[config.mk]
export PLATFORM = sky130hd
export DESIGN_NAME = wdw_supervisor
export DESIGN_NICKNAME = d
export VERILOG_FILES = /design/src/rtl/wdw_pkg.sv /design/src/rtl/wdw_timer.sv /design/src/rtl/wdw_fsm.sv /design/src/rtl/wdw_engate.sv /design/src/rtl/wdw_supervisor.sv
export SDC_FILE = /design/constraint.sdc
export NUM_CORES = 1
export LEC_CHECK = 0
export BUFFER_PORTS_ARGS = -buffer_cell sky130_fd_sc_hd__buf_2
export CAP_MARGIN = 25
export CELL_PAD_IN_SITES_DETAIL_PLACEMENT = 0
export CELL_PAD_IN_SITES_GLOBAL_PLACEMENT = 1
export CORE_ASPECT_RATIO = 0.9
export CORE_MARGIN = 5
export CORE_UTILIZATION = 46
export CTS_CLUSTER_SIZE = 10
export DETAILED_ROUTE_END_ITERATION = 16
export PLACE_DENSITY_LB_ADDON = 0.1
export SLEW_MARGIN = 20
export SYNTH_ARGS = -nofsm -noshare
export SYNTH_HDL_FRONTEND = slang
export SYNTH_HIERARCHICAL = 1
export SYNTH_SLANG_ARGS = --single-unit
[constraint.sdc]
create_clock -name clk -period 4.95 [get_ports clk]
set_clock_uncertainty 0.05 [all_clocks]
set_input_delay 0.99 -clock clk [delete_from_list [all_inputs] [get_ports clk]]
set_output_delay 0.99 -clock clk [all_outputs]
set_load 0.01 [all_outputs]
[src/rtl/wdw_pkg.sv]
package wdw_pkg;

    typedef enum logic [2:0] {
        ST_PWRUP  = 3'd0,
        ST_MODESW = 3'd1,
        ST_SDIS   = 3'd2,
        ST_SEN    = 3'd3,
        ST_LDIS   = 3'd4,
        ST_LEN    = 3'd5,
        ST_RSTOUT = 3'd6
    } wd_state_t;

    function automatic logic in_short(input wd_state_t s);
        return (s == ST_SDIS) || (s == ST_SEN);
    endfunction

    function automatic logic in_long(input wd_state_t s);
        return (s == ST_LDIS) || (s == ST_LEN);
    endfunction

    function automatic logic holds_reset(input wd_state_t s);
        return (s == ST_PWRUP) || (s == ST_RSTOUT);
    endfunction

    function automatic int max2(input int a, input int b);
        return (a > b) ? a : b;
    endfunction

endpackage

[src/rtl/wdw_timer.sv]
module wdw_timer #(
    parameter int CW = 17
) (
    input  logic          clk,
    input  logic          rst,
    input  logic          changed,
    input  logic [CW-1:0] limit,
    output logic          expired
);
    logic          moved_q;
    logic [CW-1:0] cnt_q;

    // The clear lands one clock after a state change; the stale count in
    // that first cycle is masked so it cannot end the new state early.
    always_ff @(posedge clk) begin
        if (rst) begin
            moved_q <= 1'b1;
            cnt_q   <= '0;
        end else begin
            moved_q <= changed;
            if (moved_q)
                cnt_q <= '0;
            else if (cnt_q != '1)
                cnt_q <= cnt_q + 1'b1;
        end
    end

    assign expired = !moved_q && (cnt_q == limit - CW'(2));

    assert_count_fresh_R11: assert property (@(posedge clk) disable iff (rst)
        $past(moved_q) |-> !expired || (limit == CW'(2)));
endmodule

[src/rtl/wdw_fsm.sv]
module wdw_fsm
    import wdw_pkg::*;
#(
    parameter int CW       = 17,
    parameter int P_PWRUP  = 201,
    parameter int P_MODESW = 1112,
    parameter int P_SDIS   = 130,
    parameter int P_SEN    = 124,
    parameter int P_LDIS   = 71970,
    parameter int P_LEN    = 30002,
    parameter int P_RSTOUT = 40
) (
    input  logic          clk,
    input  logic          rst,
    input  logic          trig_lvl,
    input  logic          mode_lvl,
    input  logic          trig_rise,
    input  logic          trig_err,
    input  logic          wake_edge,
    input  logic          expired,
    output wd_state_t     state,
    output logic          changed,
    output logic [CW-1:0] limit,
    output logic          good_trig
);
    wd_state_t st_q, st_d;

    always_comb begin
        st_d = st_q;
        unique case (st_q)
            ST_PWRUP:  if (expired) st_d = ST_MODESW;
            ST_MODESW: begin
                if (!mode_lvl)    st_d = ST_SDIS;
                else if (expired) st_d = ST_RSTOUT;
            end
            ST_SDIS: begin
                if (!trig_lvl || trig_err) st_d = ST_RSTOUT;
                else if (mode_lvl)         st_d = ST_LDIS;
                else if (expired)          st_d = ST_SEN;
            end
            ST_SEN: begin
                if (trig_err)       st_d = ST_RSTOUT;
                else if (trig_rise) st_d = ST_SDIS;
                else if (mode_lvl)  st_d = ST_LDIS;
                else if (expired)   st_d = ST_RSTOUT;
            end
            ST_LDIS: begin
                if (!trig_lvl || trig_err || wake_edge) st_d = ST_RSTOUT;
                else if (!mode_lvl)                     st_d = ST_SDIS;
                else if (expired)                       st_d = ST_LEN;
            end
            ST_LEN: begin
                if (trig_err || wake_edge) st_d = ST_RSTOUT;
                else if (trig_rise)        st_d = ST_LDIS;
                else if (!mode_lvl)        st_d = ST_SDIS;
                else if (expired)          st_d = ST_RSTOUT;
            end
            ST_RSTOUT: if (expired) st_d = ST_MODESW;
            default:   st_d = ST_PWRUP;
        endcase
    end

    always_comb begin
        unique case (st_q)
            ST_PWRUP:  limit = CW'(P_PWRUP);
            ST_MODESW: limit = CW'(P_MODESW);
            ST_SDIS:   limit = CW'(P_SDIS);
            ST_SEN:    limit = CW'(P_SEN);
            ST_LDIS:   limit = CW'(P_LDIS);
            ST_LEN:    limit = CW'(P_LEN);
            default:   limit = CW'(P_RSTOUT);
        endcase
    end

    always_ff @(posedge clk) begin
        if (rst) st_q <= ST_PWRUP;
        else     st_q <= st_d;
    end

    assign state     = st_q;
    assign changed   = (st_d != st_q);
    assign good_trig = (st_q == ST_SEN) && trig_rise && !trig_err;

    assert_modesw_go_short_R2: assert property (@(posedge clk) disable iff (rst)
        (st_q == ST_MODESW && !mode_lvl) |=> (st_q == ST_SDIS));
    assert_pulse_returns_R3: assert property (@(posedge clk) disable iff (rst)
        ($past(st_q) == ST_RSTOUT && st_q != ST_RSTOUT) |-> (st_q == ST_MODESW));
    assert_closed_error_R4: assert property (@(posedge clk) disable iff (rst)
        (st_q == ST_SDIS && trig_err) |=> (st_q == ST_RSTOUT));
    assert_err_beats_rise_R5: assert property (@(posedge clk) disable iff (rst)
        (st_q == ST_SEN && trig_err && trig_rise) |=> (st_q == ST_RSTOUT));
    assert_wake_long_R9: assert property (@(posedge clk) disable iff (rst)
        (in_long(st_q) && wake_edge) |=> (st_q == ST_RSTOUT));
    assert_long_to_short_R10: assert property (@(posedge clk) disable iff (rst)
        (in_long(st_q) && !mode_lvl && trig_lvl && !trig_err && !wake_edge && !trig_rise)
        |=> (st_q == ST_SDIS));
endmodule

[src/rtl/wdw_engate.sv]
module wdw_engate
    import wdw_pkg::*;
#(
    parameter int P_GOODS = 3
) (
    input  logic      clk,
    input  logic      rst,
    input  wd_state_t state,
    input  logic      good_trig,
    input  logic      trig_err,
    output logic      enable_out
);
    localparam int GW = $clog2(P_GOODS + 1);

    logic [GW-1:0] run_q;
    logic          wipe;

    assign wipe = trig_err || !in_short(state);

    always_ff @(posedge clk) begin
        if (rst || wipe)
            run_q <= '0;
        else if (good_trig && run_q != GW'(P_GOODS))
            run_q <= run_q + 1'b1;
    end

    assign enable_out = (run_q == GW'(P_GOODS)) && in_short(state);

    assert_enable_after_good_R6: assert property (@(posedge clk) disable iff (rst)
        $rose(enable_out) |-> $past(good_trig));
    assert_enable_off_long_R7: assert property (@(posedge clk) disable iff (rst)
        in_long(state) |-> !enable_out);
endmodule

[src/rtl/wdw_supervisor.sv]
module wdw_supervisor
    import wdw_pkg::*;
#(
    parameter int P_PWRUP  = 201,
    parameter int P_MODESW = 1112,
    parameter int P_SDIS   = 130,
    parameter int P_SEN    = 124,
    parameter int P_LDIS   = 71970,
    parameter int P_LEN    = 30002,
    parameter int P_RSTOUT = 40,
    parameter int P_GOODS  = 3
) (
    input  logic clk,
    input  logic rst,
    input  logic trig_lvl,
    input  logic mode_lvl,
    input  logic trig_rise,
    input  logic trig_err,
    input  logic wake_edge,
    output logic rst_n_out,
    output logic enable_out
);
    localparam int MAXD = max2(max2(max2(P_PWRUP, P_MODESW), max2(P_SDIS, P_SEN)),
                               max2(max2(P_LDIS, P_LEN), P_RSTOUT));
    localparam int CW   = $clog2(MAXD + 1);

    wd_state_t     state;
    logic          changed;
    logic          expired;
    logic          good_trig;
    logic [CW-1:0] limit;

    wdw_fsm #(
        .CW(CW), .P_PWRUP(P_PWRUP), .P_MODESW(P_MODESW), .P_SDIS(P_SDIS),
        .P_SEN(P_SEN), .P_LDIS(P_LDIS), .P_LEN(P_LEN), .P_RSTOUT(P_RSTOUT)
    ) u_fsm (
        .clk(clk), .rst(rst), .trig_lvl(trig_lvl), .mode_lvl(mode_lvl),
        .trig_rise(trig_rise), .trig_err(trig_err), .wake_edge(wake_edge),
        .expired(expired), .state(state), .changed(changed), .limit(limit),
        .good_trig(good_trig)
    );

    wdw_timer #(.CW(CW)) u_timer (
        .clk(clk), .rst(rst), .changed(changed), .limit(limit), .expired(expired)
    );

    wdw_engate #(.P_GOODS(P_GOODS)) u_gate (
        .clk(clk), .rst(rst), .state(state), .good_trig(good_trig),
        .trig_err(trig_err), .enable_out(enable_out)
    );

    assign rst_n_out = !holds_reset(state);

    assert_pwrup_low_R1: assert property (@(posedge clk)
        $past(rst) |-> (!rst_n_out && !enable_out));
endmodule

# Word level (Yosys, flattened, before mapping)
# Cells that the tools add are included.
[totals]
mem_bits_ro = 0
wordCells = 54
input_bits = 7
n_memories = 0
register_bits = 23
latchBits = 0
ramBits = 0
[classes]
mul = 0
n_shift = 0
bitwise_logic = 0
reduce_logical = 20
order_cmp = 0
n_eq_ne = 11
n_addsub = 3
div_mod_pow = 0
mux = 16
[op_table]
columns = ["cell", "n"]
rows = [
  ["17-bit case mux with 6 select lines", 1],
  ["3-bit 2-to-1 mux", 14],
  ["3-bit case mux with 6 select lines", 1],
  ["17-bit by 1-bit adder with 17-bit output (second input constant)", 1],
  ["17-bit == test", 1],
  ["17-bit inequality test (second input constant)", 1],
  ["17-bit by 2-bit subtractor with 17-bit output (second input constant)", 1],
  ["3-bit == test (second input constant)", 3],
  ["1-bit logical OR", 7],
  ["3-bit by 2-bit == test with 1-bit output (second input constant)", 2],
  ["1-bit logical AND", 5],
  ["1-bit logical NOT", 5],
  ["2-bit OR reduction", 2],
  ["3-bit by 1-bit == test with 1-bit output (second input constant)", 1],
  ["3-bit logical NOT", 1],
  ["3-bit inequality test", 1],
  ["2-bit by 1-bit adder with 2-bit output (second input constant)", 1],
  ["2-bit == test (second input constant)", 1],
  ["2-bit inequality test (second input constant)", 1],
]

# Depth between registers and ports, before layout
# Gate-level depths: netlist (run 1).
[depth]
ltp_word = 11
depth_mapped = 18
ltp_nobuf = 17

# By module
# The synthesis (run 1) kept the hierarchy.
[by_module_without_submodules]
columns = ["mod", "area_per_inst_um2", "instances", "cells_each", "seq_area_each_um2"]
rows = [
  ["wdw_timer", 1316.3, 1, 168, 360.3],
  ["wdw_fsm", 533.0, 1, 82, 60.1],
  ["wdw_engate", 108.9, 1, 10, 40.0],
  ["wdw_supervisor", 15.0, 1, 2, 0.0],
]

# Worst setup path before layout (run 1)
# Ideal clock, no wire load.
[synth_timing]
path_type = "reg2reg"
from = "register u_fsm.st_q[1], in the netlist u_fsm/state[1]"
to = "register u_timer.moved_q"
path_stages_with_launch = 16
arrival_time_ns = 4.178
period_less_slack_ns = 4.352
t_required_ns = 4.777
slack_ns = 0.598
cell_sequence = "dfxtp_1 > clkbuf_1 > clkbuf_1 > a21oi_1 > or4_4 > nor3_1 > mux2_2 > o21ai_0 > nand4_1 > nor4_2 > or3b_1 > o311ai_1 > a221oi_2 > xor2_1 > o211ai_1 > or2_2"
[synth_between]
elab_chain_cells = 11
word_cells_on_any_way = 28
[synth_rtl]
columns = ["element", "line", "text"]
rows = [
  ["start: declaration", "wdw_fsm.sv:26", "wd_state_t st_q, st_d;"],
  ["start signal: assignment", "wdw_fsm.sv:77", "else st_q <= st_d;"],
  ["3-bit == test, or another cell as far along", "wdw_fsm.sv:64", "unique case (st_q)"],
  ["17-bit case mux with 6 select lines (*)", "wdw_fsm.sv:64", ""],
  ["net limit[6]", "wdw_supervisor.sv:31", "logic [CW-1:0] limit;"],
  ["17-bit by 2-bit subtractor with 17-bit output (*)", "wdw_timer.sv:28", "assign expired = !moved_q && (cnt_q == limit - CW'(2));"],
  ["17-bit == test (*)", "wdw_timer.sv:28", ""],
  ["1-bit logical AND (*)", "wdw_timer.sv:28", ""],
  ["net expired", "wdw_supervisor.sv:29", "logic expired;"],
  ["3-bit 2-to-1 mux", "wdw_fsm.sv:34, wdw_fsm.sv:45, wdw_fsm.sv:56", ""],
  ["3-bit 2-to-1 mux (on tied branches)", "wdw_fsm.sv:55, wdw_fsm.sv:44", ""],
  ["3-bit 2-to-1 mux (on tied branches)", "wdw_fsm.sv:54, wdw_fsm.sv:43", ""],
  ["3-bit 2-to-1 mux (on tied branches)", "wdw_fsm.sv:53, wdw_fsm.sv:42", ""],
  ["3-bit case mux with 6 select lines (*)", "wdw_fsm.sv:30", "unique case (st_q)"],
  ["3-bit inequality test (*)", "wdw_fsm.sv:81", "assign changed = (st_d != st_q);"],
  ["net changed", "wdw_supervisor.sv:28", "logic changed;"],
  ["end signal: assignment", "wdw_timer.sv:20", "moved_q <= changed;"],
  ["end: declaration", "wdw_timer.sv:10", "logic moved_q;"],
]
# Mark *: on every way through the listed nets, which the timed path passes. The rest lies on a longest branch.
# A chain may end at the register's enable or synchronous reset.

# Worst setup path after layout (run 1)
[layout_timing]
from = "register u_fsm.st_q[0], in the netlist u_fsm/state[0]"
to = "register u_timer.moved_q"
# Same word-level chain as after synthesis.

==> results of run 1 <==
[cell type report]
cell class,instances,area (um^2)
fill,441,2020
tap,48,60.1
multi-input combinational,219,1420
sequential,23,460
clock buffer,4,45.0
inverter,6,22.5
timing repair buffer,13,77.6
[kinds of logic (layout without fill, tap and decap cells)]
group                    after synthesis  in the layout  synth area share
AO/OA/AOI/OAI                         47             47             0.149
XOR/XNOR                              33             33             0.146
adder cells (fa/ha/maj)                4              4            0.0254
buffers and inverters                 21             23            0.0514
flip-flops                            23             23             0.233
multiplexers                           8              8            0.0419
other                                  1              2           0.00190
AND/OR/NAND/NOR                      125            125             0.351
[metal layers]
layer	track usage	share of wire	vias to the layer above	wire, um
li1	-	-	920	-
met1	0.247	0.54	825	2370
met2	0.240	0.41	26	1810
met3	0.0360	0.036	4	159
met4	0.0248	0.0053	0	23
met5	0	0	-	0
[synth_stat cells (all sizes together), types with 2 or more instances]
| master | instances |
|---|---|
| a221oi | 2 |
| a21oi | 12 |
| dfxtp | 23 |
| or4 | 4 |
| a211oi | 2 |
| nand3 | 7 |
| nand4b | 2 |
| nor2 | 35 |
| a21o | 3 |
| or2 | 5 |
| o31ai | 2 |
| inv | 6 |
| xor2 | 18 |
| o211ai | 3 |
| nand4 | 2 |
| ha | 4 |
| and2b | 2 |
| nor3b | 2 |
| and3 | 5 |
| a31oi | 4 |
| mux2i | 6 |
| nor4 | 3 |
| mux2 | 2 |
| xnor2 | 15 |
| or4b | 3 |
| o21ai | 16 |
| nand2 | 17 |
| nand2b | 5 |
| clkbuf | 9 |
| nor2b | 10 |
| buf | 6 |
| nor3 | 12 |
| or3 | 5 |
[worst max-delay path, cell delays in order, from the launching register on]
cell	delay, ps
dfxtp_1	620
nor2_1	100
nand2_1	90
nand2_1	120
inv_1	90
ha_1	210
or4b_1	540
nor3_2	250
mux2_2	370
mux2i_1	150
a221o_1	190
nor4_2	40
buf_4	170
and4b_4	180
a311o_1	320
a221oi_2	280
xor2_1	180
o211ai_1	100
or2_2	290
[flip-flops by register name, indices dropped and copies added (netlist names)]
register	count
u_timer/cnt_q	17
u_fsm/state	3
u_gate/run_q	2
u_timer/moved_q	1
[final timing paths]
| kind | start | endpoint | slack (ps) | depth (start not counted) |
|---|---|---|---|---|
| hold reg to reg | u_gate/run_q[1]$_SDFFE_PP0P_ | u_gate/run_q[1]$_SDFFE_PP0P_ | 460 | 2 |
| hold / removal | u_gate/run_q[1]$_SDFFE_PP0P_ | u_gate/run_q[1]$_SDFFE_PP0P_ | 460 | 2 |
| setup reg to reg | u_fsm/state[0]$_SDFF_PP0_ | u_timer/moved_q$_SDFF_PP1_ | 510 | 18 |
| setup / recovery | u_fsm/state[0]$_SDFF_PP0_ | u_timer/moved_q$_SDFF_PP1_ | 510 | 18 |
[power by group through the flow]
stage                     clock [mW]  sequential (mW)  combinational [mW]
after CTS                      0.124            0.215               0.458
final                          0.117            0.215               0.459
after global routing           0.133            0.219               0.515
after floorplan                    0            0.213               0.376
after detailed placement           0            0.220               0.455
after global placement             0            0.220               0.455
==> impl_metrics.toml, run 1 <==
[outcome]
status = "finished, final reports clean"

[timing]
grt_setup_unrepaired = "false"
fin_crit_ps = 4440
holdWs_ps = 460
tns_ps = 0
hold_viol_final = 0
max_freq_ghz = 0.225
slew-limit-headroom = 0.496
finalSetupViolCount = 0
timing.final.crit_share = 0.898
worst_pin_slew_ps = 751
worst_slack_ps = 506
finalMaxSlewViolations = 0

[clock_tree]
clk_latency_ps = 260
cts_max_path_buffers = 2
post_cts_hold_buffer_count = 0
cts-root-buf = "clkbuf_8"
cts_tree = "done"
cts.reportedPaths.clkPinSlew_ps = 80
postCtsResizedCells = 0
cts.sinks = 23
cts_htree_levels = 1
numCtsBuffers = 3
cts_setup_buffers = 0

[global_routing]
grt_pass1_wl_um = 7590
grt_overflow_total = 0
grt_max_degree = 26
grt_pass1_vias = 1567
antenna_found_initial = 0
grt_usage = 0.163

[run]
drv_cap = 0

[cells_and_area]
final_util = 0.507
finalNetCount = 277
antennaDiodeCount = 0
area_growth_pct = 5.45
drive_above_1_share = 0.117
mostFrequentLayoutCell = "nor2_1"
finalInstanceArea_mm2 = 0.00208
fin_cells = 313
final_cell_mix = "nor2_1 (35), dfxtp_1 (23), xor2_1 (18), nand2_1 (17)"

[critical_path]
start_kind = "flip-flop"
cp_data_arrival_time_ps = 4550
required_ps = 5060
cp_max_fo = 16
critPathKind = "reg -> reg"
end_kind = "flip-flop"

[drt]
wl_um = 4360
via_count = 1775
avgRoutedWirePerCell_um = 13.9
first_iter_violations = 167
viasPerCell = 5.67
detail-route-antenna-nets = 0
route.detailed.drc = 0
dr.pass1.iters = 4

[placement]
hpwl_um = 3350
gp_congestion = 0.867
dp_slack_ps = 513
placedCellCount = 309
place_area_mm2 = 0.00204
port_buffers = 8

[power_and_ir_drop]
power.internal_mw = 0.454
pwr-share-comb = 0.580
power.density_mw_per_mm2 = 380
p_sw_frac = 0.426
seq_power_share = 0.272
p_sw_mw = 0.337
p_leak_nw = 0.759
p_clk_frac = 0.148
fin_total_pwr_mw = 0.791
vdd_drop_max_mv = 0.228

[floorplan]
die_x_um = 79.0
core.rowCount = 22
core_area_mm2 = 0.00410
io_pins = 9
die_h_um = 72.1
start_util = 0.481
die_area_mm2 = 0.00570

[synth]
ys_types = 52
synth_area_leaders = "dfxtp_1 (23%), xor2_1 (8.0%), nor2_1 (6.7%), xnor2_1 (6.7%), o21ai_0 (3.8%)"
ys_ff_latch = 23
ys_seq_area_frac = 0.233
yosysTopAreaCell = "dfxtp_1"
synth_area_mm2 = 0.00197
ys_async_sr_fraction = 0
postSynthCellCount = 262
ys.flop_type = "dfxtp_1"
postSynthAreaPerCell_um2 = 7.53
synth_top_area_share = 0.233
synth_edf_count = 0
ys_warn_count = 6

[worst_hold_path]
hp-class = "reg -> reg"
Note: power is estimated with default switching activity, not from simulation.
==> run 2: changes to the inputs <==
Settings changed: CORE_UTILIZATION 46 to 25.
==> run 2 against run 1 <==
Net effect: maximum frequency fell by 2.3%; routed wire length rose by 19%; power is 5.0% higher; global-route usage decreased by 5.4 points; combinational power rose by 5.9%; largest power group unchanged; via count rose by 0.68%; register-to-register slack got worse by 100 ps; highest routed layer unchanged; critical path type unchanged; count of clock-buffer cells in the layout decreased by 1; sequential power is essentially flat; setup slack got worse by 100 ps.
==> impl_metrics.toml, run 2 (synthesis gave the netlist of run 1 again) <==
[floorplan]
die_x_um = 104
die_h_um = 94.3
io_pins = 9
start_util = 0.259
core_area_mm2 = 0.00762
core.rowCount = 30
die_area_mm2 = 0.00977

[critical_path]
required_ps = 5070
cp_max_fo = 9
ff2ff_setup_slack_ps = 400
reg2reg_from = "u_fsm/state[2]$_SDFF_PP0_"
critPathKind = "reg -> reg"
max_stage_delay_ps = 660
r2r-end = "u_timer/moved_q$_SDFF_PP1_"
r2r_cells = 16
start_kind = "flip-flop"
worstPathCellList = "nand2b_1 -> nand2_1 -> inv_1 -> or4b_1 -> nor3_2 -> mux2_2 -> mux2i_1 -> a221o_1 -> nor4_2 -> buf_4 -> and4b_4 -> a311o_1 -> a221oi_2 -> xor2_1 -> o211ai_1 -> or2_2"
end_kind = "flip-flop"
cp_data_arrival_time_ps = 4670
crit_path_top_delay_cell = "or4b_1"

[clock_tree]
cts.reportedPaths.clkPinSlew_ps = 100
cts.sinks = 23
clk_latency_ps = 280
post_cts_hold_buffer_count = 0
cts_tree = "done"
cts-root-buf = "clkbuf_8"
numCtsBuffers = 3
cts_setup_buffers = 0
postCtsResizedCells = 0
cts_htree_levels = 1
cts_max_path_buffers = 2

[worst_hold_path]
whs_path_depth = 2
hp-class = "reg -> reg"
hold_end = "u_gate/run_q[1]$_SDFFE_PP0P_"
min-delay-start = "u_gate/run_q[1]$_SDFFE_PP0P_"

[timing]
timing.final.crit_share = 0.919
tns_ps = 0
slew-limit-headroom = 0.484
max_freq_ghz = 0.220
hold_viol_final = 0
worst_pin_slew_ps = 768
fin_crit_ps = 4550
grt_setup_unrepaired = "false"
finalMaxSlewViolations = 0
finalSetupViolCount = 0

[placement]
place_area_mm2 = 0.00213
port_buffers = 8
gp_congestion = 0.801
hpwl_um = 3980

[cells_and_area]
area_growth_pct = 10.1
regMostFlops = "u_timer/cnt_q"
antennaDiodeCount = 0
fillCellCount = 848
final_cell_mix = "nor2_1 (35), dfxtp_1 (23), xor2_1 (18), nand2_1 (17)"
finalInstanceArea_mm2 = 0.00217
drive_above_1_share = 0.134
mostFrequentLayoutCell = "nor2_1"
largest_register_ffs = 17
finalNetCount = 281

[drt]
dr.pass1.iters = 6
route.detailed.drc = 0
wl_um = 5190
via_count = 1787
viasPerCell = 4.90
detail-route-antenna-nets = 0
avgRoutedWirePerCell_um = 14.2
first_iter_violations = 86

[power_and_ir_drop]
p_leak_nw = 0.783
power.density_mw_per_mm2 = 382
vdd_drop_max_mv = 0.137

[global_routing]
grt_overflow_total = 0
grt_pass1_vias = 1707
antenna_found_initial = 0
grt_usage = 0.109
grt_max_degree = 18
grt_pass1_wl_um = 8710

[run]
drv_cap = 0

[outcome]
status = "finished, final reports clean"
-- run 2: changes by cell type in the layout (fill, tap and decap cells not counted), sizes merged --
cell and delta:
buf +4, clkinv +1, clkbuf -1
-- run 2: routing by layer --
| layer | vias up | track usage | share of wire |
|---|---|---|---|
| met1 | 846 | 0.146 | 0.53 |
| met5 | - | 0 | 0 |
| li1 | 934 | - | - |
| met2 | 5 | 0.183 | 0.45 |
| met4 | 0 | 0.0262 | 0.0069 |
| met3 | 2 | 0.0186 | 0.013 |
-- run 2: how the worst max path moves through the flow --
stage                               from                         end  slack, ps  cells after the start
6_report       u_fsm/state[2]$_SDFF_PP0_  u_timer/moved_q$_SDFF_PP1_        400                     16
3_3_place_gp   u_fsm/state[2]$_SDFF_PP0_  u_timer/moved_q$_SDFF_PP1_        480                     17
4_1_cts        u_fsm/state[2]$_SDFF_PP0_  u_timer/moved_q$_SDFF_PP1_        380                     17
3_5_place_dp   u_fsm/state[2]$_SDFF_PP0_  u_timer/moved_q$_SDFF_PP1_        410                     17
5_1_grt        u_fsm/state[2]$_SDFF_PP0_  u_timer/moved_q$_SDFF_PP1_        130                     17
2_1_floorplan  u_fsm/state[1]$_SDFF_PP0_  u_timer/moved_q$_SDFF_PP1_        600                     15
-- run 2: area by class of cell --
class,instances,area [um^2],area share
inverter,6,22.5,0.0104
clock buffer,3,41.3,0.0190
timing repair buffer,17,108,0.0495
sequential,23,460,0.212
clock inverter,1,5.00,0.00230
tap,96,120,0.0553
multi-input combinational,219,1420,0.651
-- run 2: through the flow --
step	hold slack, ps	std cells	total power, mW	worst slack (ps)	util
finish	468	365	0.831	403	0.285
global route	509	365	0.905	130	0.285
CTS	480	365	0.842	377	0.285
detailed placement	454	361	0.705	410	0.279
global placement	445	361	0.713	477	0.279
floorplan	415	263	0.588	598	-
-- run 2: power breakdown --
| group | switching (mW) | internal, mW | leakage (nW) |
|---|---|---|---|
| Combinational | 0.280 | 0.207 | 0.572 |
| Sequential | 0.0166 | 0.198 | 0.186 |
| Clock | 0.0733 | 0.0565 | 0.0255 |
| Total | 0.369 | 0.461 | 0.783 |
-- run 2: critical path, delay by kind of cell, from the launching register on --
family,cells,cell delay [ps]
simple gates,7,1920
compound gates,4,950
flops,1,520
mux,2,520
buf+inv,2,300
xor+xnor,1,180
